### src/rtl/pmc_pkg.sv
package pmc_pkg;
    typedef enum logic [1:0] {
        ST_RUN     = 2'b00,
        ST_SLEEP   = 2'b01,
        ST_STANDBY = 2'b10
    } pmc_state_e;

    localparam logic [1:0] SZ_BYTE = 2'd0;
    localparam logic [1:0] SZ_HALF = 2'd1;
    localparam logic [1:0] SZ_WORD = 2'd2;

    localparam logic [4:0] FIXED_ONES = 5'h1F;
endpackage

### src/rtl/pmc_ctrl_reg.sv
module pmc_ctrl_reg
    import pmc_pkg::*;
#(
    parameter int DW   = 32,
    parameter int LANE = 0
) (
    input  logic          clk,
    input  logic          rst_n,
    input  logic          bus_sel,
    input  logic          bus_wr,
    input  logic          bus_rd,
    input  logic [1:0]    bus_size,
    input  logic [1:0]    bus_addr_lo,
    input  logic [DW-1:0] bus_wdata,
    input  logic          wdt_run,
    output logic [DW-1:0] bus_rdata,
    output logic          sby_q,
    output logic          hiz_q
);
    localparam int NLANE = DW / 8;
    localparam logic [1:0] LANE_IDX = 2'(LANE);

    logic       hit;
    logic [7:0] wbyte;
    logic [7:0] rbyte;

    always_comb begin
        unique case (bus_size)
            SZ_WORD: hit = bus_sel;
            SZ_HALF: hit = bus_sel && (bus_addr_lo[1] == LANE_IDX[1]);
            SZ_BYTE: hit = bus_sel && (bus_addr_lo == LANE_IDX);
            default: hit = 1'b0;
        endcase
    end

    always_comb begin
        wbyte = '0;
        for (int l = 0; l < NLANE; l++) begin
            if (l == LANE) wbyte = bus_wdata[8*l +: 8];
        end
    end

    always_ff @(posedge clk) begin
        if (!rst_n) begin
            sby_q <= 1'b0;
            hiz_q <= 1'b0;
        end else if (hit && bus_wr) begin
            sby_q <= wbyte[7] ? (wdt_run ? sby_q : 1'b1) : 1'b0;
            hiz_q <= wbyte[6] ? (wdt_run ? hiz_q : 1'b1) : 1'b0;
        end
    end

    assign rbyte = {sby_q, hiz_q, 1'b0, FIXED_ONES};

    generate
        for (genvar g = 0; g < NLANE; g++) begin : g_rlane
            if (g == LANE) begin : g_reg
                assign bus_rdata[8*g +: 8] = (hit && bus_rd) ? rbyte : 8'h00;
            end else begin : g_zero
                assign bus_rdata[8*g +: 8] = 8'h00;
            end
        end
    endgenerate
endmodule

### src/rtl/pmc_mode_fsm.sv
module pmc_mode_fsm
    import pmc_pkg::*;
(
    input  logic       clk,
    input  logic       rst_n,
    input  logic       sleep_req,
    input  logic       wake,
    input  logic       sby_q,
    input  logic       hiz_q,
    output logic [1:0] mode_code,
    output logic       float_en
);
    pmc_state_e state_q, state_d;
    logic       float_q, float_d;

    always_comb begin
        state_d = state_q;
        float_d = float_q;
        unique case (state_q)
            ST_RUN: begin
                if (sleep_req) begin
                    state_d = sby_q ? ST_STANDBY : ST_SLEEP;
                    float_d = sby_q & hiz_q;
                end
            end
            ST_SLEEP, ST_STANDBY: begin
                if (wake) begin
                    state_d = ST_RUN;
                    float_d = 1'b0;
                end
            end
            default: begin
                state_d = ST_RUN;
                float_d = 1'b0;
            end
        endcase
    end

    always_ff @(posedge clk) begin
        if (!rst_n) begin
            state_q <= ST_RUN;
            float_q <= 1'b0;
        end else begin
            state_q <= state_d;
            float_q <= float_d;
        end
    end

    always_comb begin
        mode_code = state_q;
        float_en  = (state_q == ST_STANDBY) && float_q;
    end
endmodule

### src/rtl/pmc_pin_ovr.sv
module pmc_pin_ovr #(
    parameter int NPIN = 16
) (
    input  logic            float_en,
    output logic [NPIN-1:0] pin_hiz
);
    generate
        for (genvar p = 0; p < NPIN; p++) begin : g_pin
            assign pin_hiz[p] = float_en;
        end
    endgenerate
endmodule

### src/rtl/pwr_mode_ctrl.sv
module pwr_mode_ctrl #(
    parameter int DW   = 32,
    parameter int LANE = 0,
    parameter int NPIN = 16
) (
    input  logic            clk,
    input  logic            rst_n,
    input  logic            bus_sel,
    input  logic            bus_wr,
    input  logic            bus_rd,
    input  logic [1:0]      bus_size,
    input  logic [1:0]      bus_addr_lo,
    input  logic [DW-1:0]   bus_wdata,
    output logic [DW-1:0]   bus_rdata,
    input  logic            wdt_run,
    input  logic            sleep_req,
    input  logic            wake,
    output logic [1:0]      mode_code,
    output logic [NPIN-1:0] pin_hiz
);
    logic sby_q;
    logic hiz_q;
    logic float_en;

    pmc_ctrl_reg #(.DW(DW), .LANE(LANE)) u_reg (
        .clk        (clk),
        .rst_n      (rst_n),
        .bus_sel    (bus_sel),
        .bus_wr     (bus_wr),
        .bus_rd     (bus_rd),
        .bus_size   (bus_size),
        .bus_addr_lo(bus_addr_lo),
        .bus_wdata  (bus_wdata),
        .wdt_run    (wdt_run),
        .bus_rdata  (bus_rdata),
        .sby_q      (sby_q),
        .hiz_q      (hiz_q)
    );

    pmc_mode_fsm u_fsm (
        .clk      (clk),
        .rst_n    (rst_n),
        .sleep_req(sleep_req),
        .wake     (wake),
        .sby_q    (sby_q),
        .hiz_q    (hiz_q),
        .mode_code(mode_code),
        .float_en (float_en)
    );

    pmc_pin_ovr #(.NPIN(NPIN)) u_ovr (
        .float_en(float_en),
        .pin_hiz (pin_hiz)
    );
endmodule

### config.mk
export PLATFORM = sky130hd
export DESIGN_NAME = pwr_mode_ctrl
export DESIGN_NICKNAME = d
export VERILOG_FILES = /design/src/rtl/pmc_pkg.sv /design/src/rtl/pmc_ctrl_reg.sv /design/src/rtl/pmc_mode_fsm.sv /design/src/rtl/pmc_pin_ovr.sv /design/src/rtl/pwr_mode_ctrl.sv
export SDC_FILE = /design/constraint.sdc
export NUM_CORES = 1
export LEC_CHECK = 0
export BUFFER_PORTS_ARGS = -buffer_cell sky130_fd_sc_hd__clkbuf_2
export CAP_MARGIN = 10
export CORE_MARGIN = 2
export CORE_UTILIZATION = 32
export CTS_CLUSTER_DIAMETER = 40
export DETAILED_ROUTE_END_ITERATION = 12
export PLACE_DENSITY = 0.94
export RECOVER_POWER = 25
export SYNTH_ARGS = -nofsm -noshare
export SYNTH_HDL_FRONTEND = slang
export SYNTH_SLANG_ARGS = --single-unit
### constraint.sdc
create_clock -name clk -period 2.7 [get_ports clk]
set_input_delay 0.405 -clock clk [delete_from_list [all_inputs] [get_ports clk]]
set_output_delay 0.405 -clock clk [all_outputs]
set_load 0.05 [all_outputs]
; ---- Word level (Yosys, flattened, before mapping)
; Index checks and enable logic that the tools add are counted.
[classes]
n_reduce_logical = 12
eq_ne = 8
muxes = 12
bitwise_logic = 2
[ops]
columns = cell, n
row1 = $mux 8, 1
row2 = $ne 2x2->1 const B, 4
row3 = $logic_not 2->1, 3
row4 = $mux 2, 3
row5 = $reduce_and 2->1, 3
row6 = $logic_and 1x1->1, 5
row7 = $mux 1, 5
row8 = $eq 2x1->1 const B, 2
row9 = $eq 2x2->1 const B, 2
row10 = $pmux 2 s2, 1
row11 = $pmux 1 s3, 1
row12 = $pmux 1 s2, 1
row13 = $reduce_or 2->1, 1
row14 = $and 1x1->1, 1
row15 = $not 1->1, 1
[word_totals]
reg_bits = 5
output_inout_bits = 50
wordCells = 38
in_bits = 44

; ---- Longest topological paths before layout
; Gate-level depths: netlist (run 1).
[logic_depth]
depth_word = 5
ltp_mapped = 6
depth_no_buf = 6

; ---- Hierarchy
; A second synthesis (run 1) with hierarchy kept.
[hier_totals]
cells_unflattened = 78
area_unflattened_um2 = 659.4
[modules_own_cells]
columns = module, instances, seq_area_each_um2, cells_per_inst, area_each_um2
row1 = pmc_ctrl_reg, 1, 40.0, 42, 352.8
row2 = pmc_mode_fsm, 1, 60.1, 20, 186.4
row3 = pmc_pin_ovr, 1, 0.0, 16, 120.1

; ---- Worst setup path after synthesis (run 1)
; Ideal clock, no wire load.
[synth_path]
path_type = in2out
start = input port bus_addr_lo[0]
end = output port bus_rdata[6]
cell_stages = 4
path_buffers = 0
required_ps = 2295
setup_slack_ps = 703
arrival_time_ps = 1592
path_cell_list = nor2b_4 o31ai_4 and3_2 and2_1
[synth_between]
elab_chain_len = 5
[synth_rtl]
columns = element, line_no
row1 = "start, declared", pwr_mode_ctrl.sv:12  ; input logic [1:0] bus_addr_lo,
row2 = $logic_not 2->1, pmc_ctrl_reg.sv:31  ; SZ_BYTE: hit = bus_sel && (bus_addr_lo == LANE_IDX);
row3 = $logic_and 1x1->1, pmc_ctrl_reg.sv:31
row4 = $pmux 1 s3, pmc_ctrl_reg.sv:28  ; unique case (bus_size)
row5 = $logic_and 1x1->1, pmc_ctrl_reg.sv:58  ; assign bus_rdata[8*g +: 8] = (hit && bus_rd) ? rbyte : 8'h00;
row6 = $mux 8, pmc_ctrl_reg.sv:58
row7 = "end, declared", pwr_mode_ctrl.sv:14  ; output logic [DW-1:0] bus_rdata,
; Every way passes these cells.

; ---- Worst setup path in the final report (run 1)
; Ends and elaborated chain as after synthesis.

==> results.sh, run 1 <==
export IMPL_cts_repair_timing_setup_buffer_count=0
export IMPL_synthDominantCellAreaShare_pct=50.8
export IMPL_post_dp_cell_area_um2=641
export IMPL_p_leak_nw=0.377
export IMPL_global_route_usage_met3_pct=2.73
export IMPL_layout_min_cycle_time_ns=2.01
export IMPL_crit_type="input pin to output pin"
export IMPL_global_route_usage_total_pct=7.99
export IMPL_worst_ep_arrival_time_ns=1.61
export IMPL_cellPowerDensity_mw_per_mm2=485
export IMPL_final_core_utilization_pct=32.6
export IMPL_grt_max_degree=17
export IMPL_p_switching_mw=0.153
export IMPL_global_route_peak_usage_layer="met2"
export IMPL_worst_r2r_cell_count=6
export IMPL_drive_above_1_share_pct=44.0
export IMPL_cts_htree_levels=1
export IMPL_maxClockFrequency_mhz=497
export IMPL_core_rowCount=16
export IMPL_cts_reportedPaths_clkPinSlew_ns=0.04
export IMPL_yosysUniqueCellTypes=22
export IMPL_timing_critical_path_required_ns=2.30
export IMPL_r2r_slack_ns=1.12
export IMPL_setup_repair_after_global_routing_missed_its_margin="no"
export IMPL_via_count=461
export IMPL_cellInternalPower_mw=0.157
export IMPL_finish_instance_area_um2=639
export IMPL_critPathLaunchType="input pin"
export IMPL_maxCapViolations=0
export IMPL_path_max_fanout=7
export IMPL_register_area_um2=100
export IMPL_synth_top_cells_by_area="buf_4 51%, dfxtp_1 15%, ha_1 3.8%, o221a_1 3.4%, o31ai_4 3.2%"
export IMPL_floorplan_die_width_um=49.6
export IMPL_multiInputGateArea_um2=273
export IMPL_yosysTopAreaCell="buf_4"
export IMPL_die_area_mm2=0.00246
export IMPL_holdBufCountCts=0
export IMPL_synthesis_instances=79
export IMPL_ys_warn_count=0
export IMPL_power_frac_clock_pct=27.6
export IMPL_worst_setup_timing_slack_at_the_placement_stage_ns=0.813
export IMPL_hold_start="rst_n"
export IMPL_p_comb_share_pct=46.2
export IMPL_ys_seq_area_share_pct=15.1
export IMPL_reg_to_reg_endpoint="u_fsm.mode_code[1]"
export IMPL_start_util_pct=33.9
export IMPL_worstHoldEndpoint="u_reg.hiz_q"
export IMPL_drtAntennaViolNets=0
export IMPL_coreArea_mm2=0.00196
export IMPL_r2r_start="u_fsm.mode_code[0]"
export IMPL_dpl_hpwl_um=867
export IMPL_groute_layer_met1_usage_pct=6.51
export IMPL_clk_insertion_delay_late_ns=0.24
export IMPL_timing_max_slew_rel_slack_pct=59.7
export IMPL_setup_slack_ns=0.689
export IMPL_antenna_found_initial=0
export IMPL_cts_repair_resize_count=0
export IMPL_tightest_slew_ns=0.607
export IMPL_min_period_over_period_pct=74.5
export IMPL_final_instance_count_excl_fill=127
export IMPL_finalPower_mw=0.310
export IMPL_vdd_drop_max_mv=0.227
export IMPL_switching_power_as_a_share_of_total_power_pct=49.2
export IMPL_clkSinkCount=5
export IMPL_drt_iter0_markers=2
export IMPL_post_synth_cell_area_avg_um2=8.41
export IMPL_routabilityCongestion=0.730
export IMPL_synthToLayoutAreaGrowth_pct=-3.77
export IMPL_floorplan_die_height_um=49.6
export IMPL_min_delay_path_class="input pin to flop"
export IMPL_fraction_of_synthesis_flops_using_an_asynchronous_set_or_reset_pin_pct=0
export IMPL_gr_usage_met2_pct=15.1
export IMPL_synthesized_flop_and_latch_total=5
export IMPL_power_sequential_fraction_pct=26.1
export IMPL_n_fill_cell=239
export IMPL_endpoint_kind="output pin"
export IMPL_synth_ff_type="dfxtp_1"
export IMPL_setup_tns_ns=0
export IMPL_worstHoldPathCells=2
export IMPL_num_io_pins=94
export IMPL_antenna_cells_inserted=0
export IMPL_hold_viol=0
export IMPL_clock_skew_final_ns=0.00377
export IMPL_setup_violating_endpoint_count_in_the_final_report=0
export IMPL_dp_cells=123
export IMPL_cts_root_buf="clkbuf_4"
export IMPL_drt_total_wl_um=981
export IMPL_design_final_nets=147
export IMPL_place_port_buffers=38
export IMPL_firstDrtPassIters=3
export IMPL_fin_max_slew_vios=0
export IMPL_worst_hold_slack_ns=0.439
export IMPL_numCtsBuffers=3
export IMPL_outcome="complete, no violations"
export IMPL_syn_cell_area_um2=664
export IMPL_cts_tree="done"
export IMPL_first_global_vias=395
export IMPL_grt_pass1_wl_mm=1.46
export IMPL_drt_vias_per_instance=3.63
export IMPL_post_synth_edffs=0
export IMPL_drt_wirelength_per_cell_um=7.72
export IMPL_drc=0
export IMPL_grt_remaining_overflow=0
export IMPL_clock_path_buffers=2
==> synthesized netlist by cell type (2+ instances only) <==
master and n:
buf_4 45, inv_1 4, nor2b_1 2, nand2_1 2, o221a_1 2, and2_1 3
dfxtp_1 5, ha_1 2
==> cells by family after synthesis <==
kind of cell / count (synthesis) / synth area share [%]
flops: 5 / 15.1
other cells: 1 / 0.564
fa+ha+maj: 2 / 3.77
compound gates: 5 / 9.60
simple gates: 14 / 14.1
mux: 2 / 3.20
buf+inv: 50 / 53.7
==> state kept, by name, summed over array words and instances, names as in the netlist <==
signal	count
u_reg.hiz_q	1
u_fsm.mode_code	2
u_fsm.float_q	1
u_reg.sby_q	1
==> per-layer routing <==
| metal | up-vias | share of wire [%] |
|---|---|---|
| met5 | - | 0 |
| met4 | 0 | 1.2 |
| met1 | 197 | 31 |
| met3 | 2 | 13 |
| li1 | 221 | - |
| met2 | 41 | 54 |
==> placed cells by master (no fill, tap or decap) <==
cell type,synthesis,routed
inv_1,4,4
ha_1,2,2
clkbuf_4,0,3
o31ai_1,0,1
o22ai_1,0,1
inv_2,1,1
or3_1,1,1
o221a_1,2,2
dfxtp_1,5,5
nand2_1,2,2
a21boi_0,1,1
nand3_1,1,1
clkbuf_1,0,3
and4b_1,1,1
nor2b_2,0,1
conb_1,1,25
mux2_2,1,1
nor2_1,1,1
clkbuf_2,0,36
and2_1,3,3
nand2b_2,1,1
and3_2,1,1
mux2i_1,1,1
nor2b_1,2,2
==> area by class of cell <==
| type | count | area share, % |
|---|---|---|
| Multi-Input combinational cell | 48 | 42.7 |
| Timing Repair Buffer | 38 | 29.4 |
| Sequential cell | 5 | 15.7 |
| Tap cell | 27 | 5.28 |
| Clock buffer | 4 | 4.11 |
| Inverter | 5 | 2.94 |
==> power groups by stage <==
stage / Clock, mW / Sequential [mW] / Combinational (mW)
floorplan: 0 / 0.0919 / 0.149
CTS: 0.0910 / 0.0810 / 0.151
global placement: 0 / 0.0821 / 0.148
detailed placement: 0 / 0.0824 / 0.150
global route: 0.0929 / 0.0815 / 0.152
finish: 0.0857 / 0.0811 / 0.143
==> critical path, cell delays in order <==
cell,delay [ns]
clkbuf_2,0.07
nor2b_2,0.13
o31ai_1,0.29
and3_2,0.30
and2_1,0.14
clkbuf_2,0.27
==> how the worst max path moves through the flow <==
stage                                   from           end  slack (ns)  cells after the start
after floorplan               bus_addr_lo[0]  bus_rdata[6]        0.70                      4
after global placement        bus_addr_lo[0]  bus_rdata[6]        0.83                      6
after detailed placement      bus_addr_lo[0]  bus_rdata[6]        0.81                      6
after CTS                 u_fsm.mode_code[0]    pin_hiz[7]        0.71                      4
after global routing          bus_addr_lo[0]  bus_rdata[6]        0.56                      6
final                         bus_addr_lo[0]  bus_rdata[6]        0.69                      6
Note: power is estimated with default switching activity, not from simulation.
==> run 2, diff against run 1 <==
- ABC_AREA: default -> 1
- CORE_UTILIZATION: 32 -> 30
- PLACE_DENSITY: 0.94 -> 0.89
- clock period: 2.7 -> 2 ns (I/O delays scaled with it)
==> run 2 against run 1 <==
Effect of this change: total power increased by 37%; clock skew decreased by 0.0024 ns; wire length decreased by 4.5%; die area increased by 9.1%; sequential share of layout area decreased by 0.90 points; utilization decreased by 1.6 points; flip-flop and latch count unchanged; sequential power increased by 34%; hold slack got worse by 0.11 ns; first-iteration DRC count increased by 100%; non-clock buffer count unchanged; critical path type is now flop to output pin; largest power group unchanged.
==> results.sh, run 2 <==
export IMPL_antenna_found_initial=0
export IMPL_crit_path_cell_trace="inv_1, ha_1, nand2_1, inv_1, clkbuf_2"
export IMPL_via_count=517
export IMPL_timing_critical_path_max_delay_family="buffers and inverters"
export IMPL_setup_violating_endpoint_count_in_the_final_report=0
export IMPL_power_sequential_fraction_pct=25.6
export IMPL_core_rowCount=17
export IMPL_worstHoldEndpoint="u_fsm.mode_code[1]"
export IMPL_hold_start="rst_n"
export IMPL_top_layer_used="met4"
export IMPL_r2r_slack_ns=0.61
export IMPL_reg_to_reg_endpoint="u_fsm.float_q"
export IMPL_numCtsBuffers=3
export IMPL_holdBufCountCts=0
export IMPL_synth_ff_type="dfxtp_1"
export IMPL_yosysUniqueCellTypes=16
export IMPL_num_io_pins=94
export IMPL_switching_power_as_a_share_of_total_power_pct=50.7
export IMPL_layout_min_cycle_time_ns=1.76
export IMPL_floorplan_die_height_um=51.8
export IMPL_min_delay_path_class="input pin to flop"
export IMPL_ys_seq_area_share_pct=14.6
export IMPL_cellInternalPower_mw=0.210
export IMPL_cp_common_cell="inv_1"
export IMPL_crit_type="flop to output pin"
export IMPL_die_area_mm2=0.00268
export IMPL_global_route_usage_total_pct=6.94
export IMPL_cts_reportedPaths_clkPinSlew_ns=0.04
export IMPL_drt_iter0_markers=4
export IMPL_endpoint_kind="output pin"
export IMPL_final_cell_mix="35 x clkbuf_2, 25 x conb_1, 19 x inv_1, 11 x nand2_1, 5 x dfxtp_1"
export IMPL_min_period_over_period_pct=87.8
export IMPL_crit_path_top_delay_cell="clkbuf_2"
export IMPL_clock_skew_final_ns=0.00139
export IMPL_met3_wirelength_um=85
export IMPL_vdd_drop_max_mv=0.282
export IMPL_p_switching_mw=0.216
export IMPL_p_leak_nw=0.455
export IMPL_drc=0
export IMPL_cts_htree_levels=1
export IMPL_synthToLayoutAreaGrowth_pct=-0.914
export IMPL_setup_repair_after_global_routing_missed_its_margin="no"
export IMPL_cts_tree="done"
export IMPL_place_port_buffers=38
export IMPL_maxCapViolations=0
export IMPL_firstDrtPassIters=4
export IMPL_worst_r2r_cell_count=7
export IMPL_design_final_nets=168
export IMPL_first_global_vias=367
export IMPL_routabilityCongestion=0.666
export IMPL_start_util_pct=31.2
export IMPL_post_dp_cell_area_um2=662
export IMPL_cts_root_buf="clkbuf_4"
export IMPL_cp_num_buf_inv=3
export IMPL_antenna_cells_inserted=0
export IMPL_clock_path_buffers=2
export IMPL_finish_instance_area_um2=678
export IMPL_worst_setup_timing_slack_at_the_placement_stage_ns=0.476
export IMPL_yosysTopAreaCell="buf_4"
export IMPL_post_synth_edffs=0
export IMPL_dpl_hpwl_um=877
export IMPL_drive_above_1_share_pct=34.7
export IMPL_grt_remaining_overflow=0
export IMPL_routedLengthMet1_um=337
export IMPL_outcome="complete, no violations"
export IMPL_coreArea_mm2=0.00219
export IMPL_p_comb_share_pct=47.3
export IMPL_biggest_cell_delay_along_the_critical_path_ns=0.35
export IMPL_syn_cell_area_um2=684
export IMPL_final_common_cell="clkbuf_2"
export IMPL_setup_slack_ns=0.244
export IMPL_dr_wl_met2_um=492
export IMPL_post_synth_cell_area_avg_um2=6.84
export IMPL_drt_wirelength_per_cell_um=6.29
export IMPL_cts_repair_resize_count=0
export IMPL_synth_top_cells_by_area="buf_4 49%, dfxtp_1 15%, inv_1 10%, nand2_1 5.5%, ha_1 3.7%"
export IMPL_maxClockFrequency_mhz=569
export IMPL_critPathLaunchType="flop"
export IMPL_clkSinkCount=5
export IMPL_drt_total_wl_um=937
export IMPL_cellPowerDensity_mw_per_mm2=628
export IMPL_netlist_top_cells_count="45 x buf_4, 19 x inv_1, 10 x nand2_1, 5 x dfxtp_1"
export IMPL_worst_ep_arrival_time_ns=1.46
export IMPL_grt_pass1_wl_mm=1.36
export IMPL_fin_max_slew_vios=0
export IMPL_ys_warn_count=0
export IMPL_grt_max_degree=17
export IMPL_drtAntennaViolNets=0
export IMPL_tightest_slew_ns=0.594
export IMPL_synthDominantCellAreaShare_pct=49.4
export IMPL_synthesis_instances=100
export IMPL_worstHoldPathCells=3
export IMPL_r2r_start="u_fsm.mode_code[0]"
export IMPL_hold_viol=0
export IMPL_synthesized_flop_and_latch_total=5
export IMPL_clk_insertion_delay_late_ns=0.24
export IMPL_fraction_of_synthesis_flops_using_an_asynchronous_set_or_reset_pin_pct=0
export IMPL_floorplan_die_width_um=51.8
export IMPL_setup_tns_ns=0
export IMPL_timing_max_slew_rel_slack_pct=60.6
export IMPL_largest_register_ff_count=2
export IMPL_power_frac_clock_pct=27.1
export IMPL_post_synth_top_count_cell="buf_4"
export IMPL_drt_vias_per_instance=3.47
export IMPL_cts_repair_timing_setup_buffer_count=0
export IMPL_path_max_fanout=16
export IMPL_timing_critical_path_required_ns=1.70
[run 2: cell types whose count changed after synthesis, sizes merged, moves of 2 or more]
cell,change
a21oi,+4
and2,-3
inv,+14
nand2,+9
nand4,+4
nor2,+4
nor2b,-3
o21ai,+2
o221a,-2
[run 2: worst max path at each step]
stage	start	slack (ns)	to	cells past startpoint
floorplan	u_fsm.mode_code[1]	0.25	pin_hiz[0]	4
global placement	u_fsm.mode_code[0]	0.51	pin_hiz[13]	5
detailed placement	u_fsm.mode_code[0]	0.48	pin_hiz[11]	5
CTS	u_fsm.mode_code[0]	0.21	pin_hiz[11]	5
global route	u_fsm.mode_code[0]	0.10	pin_hiz[3]	5
finish	u_fsm.mode_code[0]	0.24	pin_hiz[11]	5
[run 2: final cells by class]
| class | instances | area (µm²) |
|---|---|---|
| Clock buffer | 4 | 26.3 |
| Multi-Input combinational cell | 55 | 259 |
| Fill cell | 263 | 1510 |
| Tap cell | 28 | 35.0 |
| Timing Repair Buffer | 38 | 186 |
| Inverter | 19 | 71.3 |
| Sequential cell | 5 | 100 |
[run 2: stage by stage]
step	instances	util [%]	power, mW	hold slack [ns]
finish	149	31.0	0.426	0.330
global route	149	31.0	0.452	0.335
CTS	149	31.4	0.435	0.325
detailed placement	145	30.2	0.317	0.469
global placement	145	30.2	0.315	0.454
floorplan	124	-	0.330	0.432
[run 2: power groups by stage]
stage                     Clock (mW)  Combinational (mW)  Sequential (mW)
after floorplan                    0               0.206            0.124
after global placement             0               0.204            0.110
after detailed placement           0               0.206            0.111
after CTS                      0.119               0.207            0.109
after global routing           0.127               0.215            0.110
final                          0.115               0.202            0.109
[run 2: cells by family (layout without fill, tap and decap cells)]
| logic type | after synthesis | after routing | synth area share (%) |
|---|---|---|---|
| buffers and inverters | 64 | 61 | 59.8 |
| AND/OR/NAND/NOR | 22 | 22 | 15.9 |
| AO/OA/AOI/OAI | 6 | 6 | 5.48 |
| flip-flops | 5 | 5 | 14.6 |
| adder cells (fa/ha/maj) | 2 | 2 | 3.66 |
| other | 1 | 25 | 0.548 |
[run 2: worst register-to-register path, cell delays in order (launching register included)]
cell     delay, ns
dfxtp_1       0.30
inv_1         0.10
ha_1          0.20
inv_1         0.06
o21ai_0       0.37
inv_1         0.11
nand4_1       0.09
a21oi_1       0.06
[run 2: per-layer routing]
layer / GRT usage [%] / vias up
li1: - / 269
met1: 6.65 / 214
met2: 13.2 / 32
met3: 0.862 / 2
met4: 5.26 / 0
met5: 0 / -
==> run 3, diff against run 2 <==
- REMOVE_ABC_BUFFERS: default -> 1
- TNS_END_PERCENT: default -> 20
==> run 3 against run 2 <==
Effect of this change: wire length is 3.1% higher; sequential share of layout area is 0.11 points higher; global-route usage is 0.98 points higher; total power is 0.55% lower; cell area is 0.74% lower; non-clock buffer count stayed put; first-iteration DRC count grew to 3.8 times the previous value; critical endpoint is now pin_hiz[4]; largest power group unchanged.
==> results.sh, run 3 (synthesis gave the netlist of run 2 again) <==
export IMPL_p_leak_nw=0.451
export IMPL_timing_critical_path_required_ns=1.70
export IMPL_hold_viol=0
export IMPL_cts_htree_levels=1
export IMPL_setup_repair_after_global_routing_missed_its_margin="no"
export IMPL_drc=0
export IMPL_numCtsBuffers=3
export IMPL_multiInputGateArea_um2=253
export IMPL_setup_slack_ns=0.258
export IMPL_worst_ep_arrival_time_ns=1.44
export IMPL_cts_repair_timing_setup_buffer_count=0
export IMPL_min_delay_path_class="input pin to flop"
export IMPL_firstDrtPassIters=4
export IMPL_global_route_usage_total_pct=7.92
export IMPL_r2r_slack_ns=0.57
export IMPL_finish_instance_area_um2=673
export IMPL_cts_root_buf="clkbuf_4"
export IMPL_timing_max_slew_rel_slack_pct=60.1
export IMPL_antenna_found_initial=0
export IMPL_start_util_pct=31.2
export IMPL_grt_max_degree=17
export IMPL_final_common_cell="clkbuf_2"
export IMPL_crit_type="flop to output pin"
export IMPL_hold_start="rst_n"
export IMPL_maxClockFrequency_mhz=574
export IMPL_r2r_start="u_fsm.mode_code[0]"
export IMPL_fin_max_slew_vios=0
export IMPL_holdBufCountCts=0
export IMPL_n_fill_cell=259
export IMPL_design_final_nets=168
export IMPL_coreArea_mm2=0.00219
export IMPL_path_max_fanout=16
export IMPL_vdd_drop_max_mv=0.240
export IMPL_drt_total_wl_um=966
export IMPL_critPathLaunchType="flop"
export IMPL_cellPowerDensity_mw_per_mm2=629
export IMPL_clkSinkCount=5
export IMPL_dp_cells=145
export IMPL_antenna_cells_inserted=0
export IMPL_drt_vias_per_instance=3.55
export IMPL_min_period_over_period_pct=87.1
export IMPL_drt_wirelength_per_cell_um=6.48
export IMPL_drtAntennaViolNets=0
export IMPL_post_dp_cell_area_um2=662
export IMPL_drive_above_1_share_pct=34.7
export IMPL_final_instance_count_excl_fill=149
export IMPL_tightest_slew_ns=0.602
export IMPL_cts_repair_resize_count=0
export IMPL_worst_r2r_cell_count=7
export IMPL_setup_violating_endpoint_count_in_the_final_report=0
export IMPL_clock_path_buffers=2
export IMPL_drt_iter0_markers=15
export IMPL_cts_tree="done"
export IMPL_place_port_buffers=38
export IMPL_maxCapViolations=0
export IMPL_floorplan_die_width_um=51.8
export IMPL_grt_remaining_overflow=0
export IMPL_worst_setup_timing_slack_at_the_placement_stage_ns=0.495
export IMPL_first_global_vias=402
export IMPL_num_io_pins=94
export IMPL_clk_insertion_delay_late_ns=0.24
export IMPL_reg_to_reg_endpoint="u_fsm.float_q"
export IMPL_clock_skew_final_ns=0.00354
export IMPL_endpoint_kind="output pin"
export IMPL_synthToLayoutAreaGrowth_pct=-1.65
export IMPL_routabilityCongestion=0.679
export IMPL_largest_register_ff_count=2
export IMPL_dpl_hpwl_um=898
export IMPL_grt_pass1_wl_mm=1.55
export IMPL_final_cell_mix="36 x clkbuf_2, 25 x conb_1, 19 x inv_1, 11 x nand2_1, 5 x dfxtp_1"
export IMPL_outcome="complete, no violations"
export IMPL_via_count=529
export IMPL_layout_min_cycle_time_ns=1.74
export IMPL_worstHoldPathCells=3
export IMPL_cts_reportedPaths_clkPinSlew_ns=0.04
export IMPL_floorplan_die_height_um=51.8
export IMPL_worstHoldEndpoint="u_fsm.mode_code[0]"
export IMPL_core_rowCount=17
export IMPL_register_area_um2=100
export IMPL_final_core_utilization_pct=30.7
export IMPL_die_area_mm2=0.00268
run 3: how the worst max path moves through the flow:
stage                                  start      endpoint  slack (ns)
after floorplan           u_fsm.mode_code[1]    pin_hiz[0]       -3.74
after global placement           bus_size[1]  bus_rdata[1]        0.52
after detailed placement         bus_size[1]  bus_rdata[4]        0.50
after CTS                 u_fsm.mode_code[0]    pin_hiz[4]        0.23
after global routing      u_fsm.mode_code[0]    pin_hiz[3]        0.09
final                     u_fsm.mode_code[0]    pin_hiz[4]        0.26
run 3: power breakdown:
part,switching [mW],leakage (nW),total (mW),internal [mW]
registers,0.00302,0.0407,0.109,0.106
logic,0.173,0.396,0.201,0.0285
clock network,0.0379,0.0150,0.113,0.0752
total,0.214,0.451,0.423,0.210
run 3: critical path, stage by stage, from the launching register on:
cell and delay [ns]:
dfxtp_1 0.30, inv_1 0.09, ha_1 0.15, nand2_1 0.05, inv_1 0.27, clkbuf_2 0.35
run 3: metal layers:
metal	share of wire (%)	track usage, %	vias up
met4	0	2.63	0
li1	-	-	271
met3	14	4.31	0
met5	0	0	-
met2	47	14.1	42
met1	39	7.76	216
run 3: layout make-up:
type,count,area share (%)
Multi-Input combinational cell,55,37.5
Timing Repair Buffer,38,27.9
Sequential cell,5,14.9
Inverter,19,10.6
Tap cell,28,5.20
Clock buffer,4,3.90
run 3: per-stage QoR:
step | hold WS, ns | TNS, ns | power (mW)
2_1_floorplan | 0.432 | -61.69 | 0.286
3_3_place_gp | 0.458 | 0 | 0.314
3_5_place_dp | 0.466 | 0 | 0.317
4_1_cts | 0.323 | 0 | 0.434
5_1_grt | 0.341 | 0 | 0.455
6_report | 0.328 | 0 | 0.423
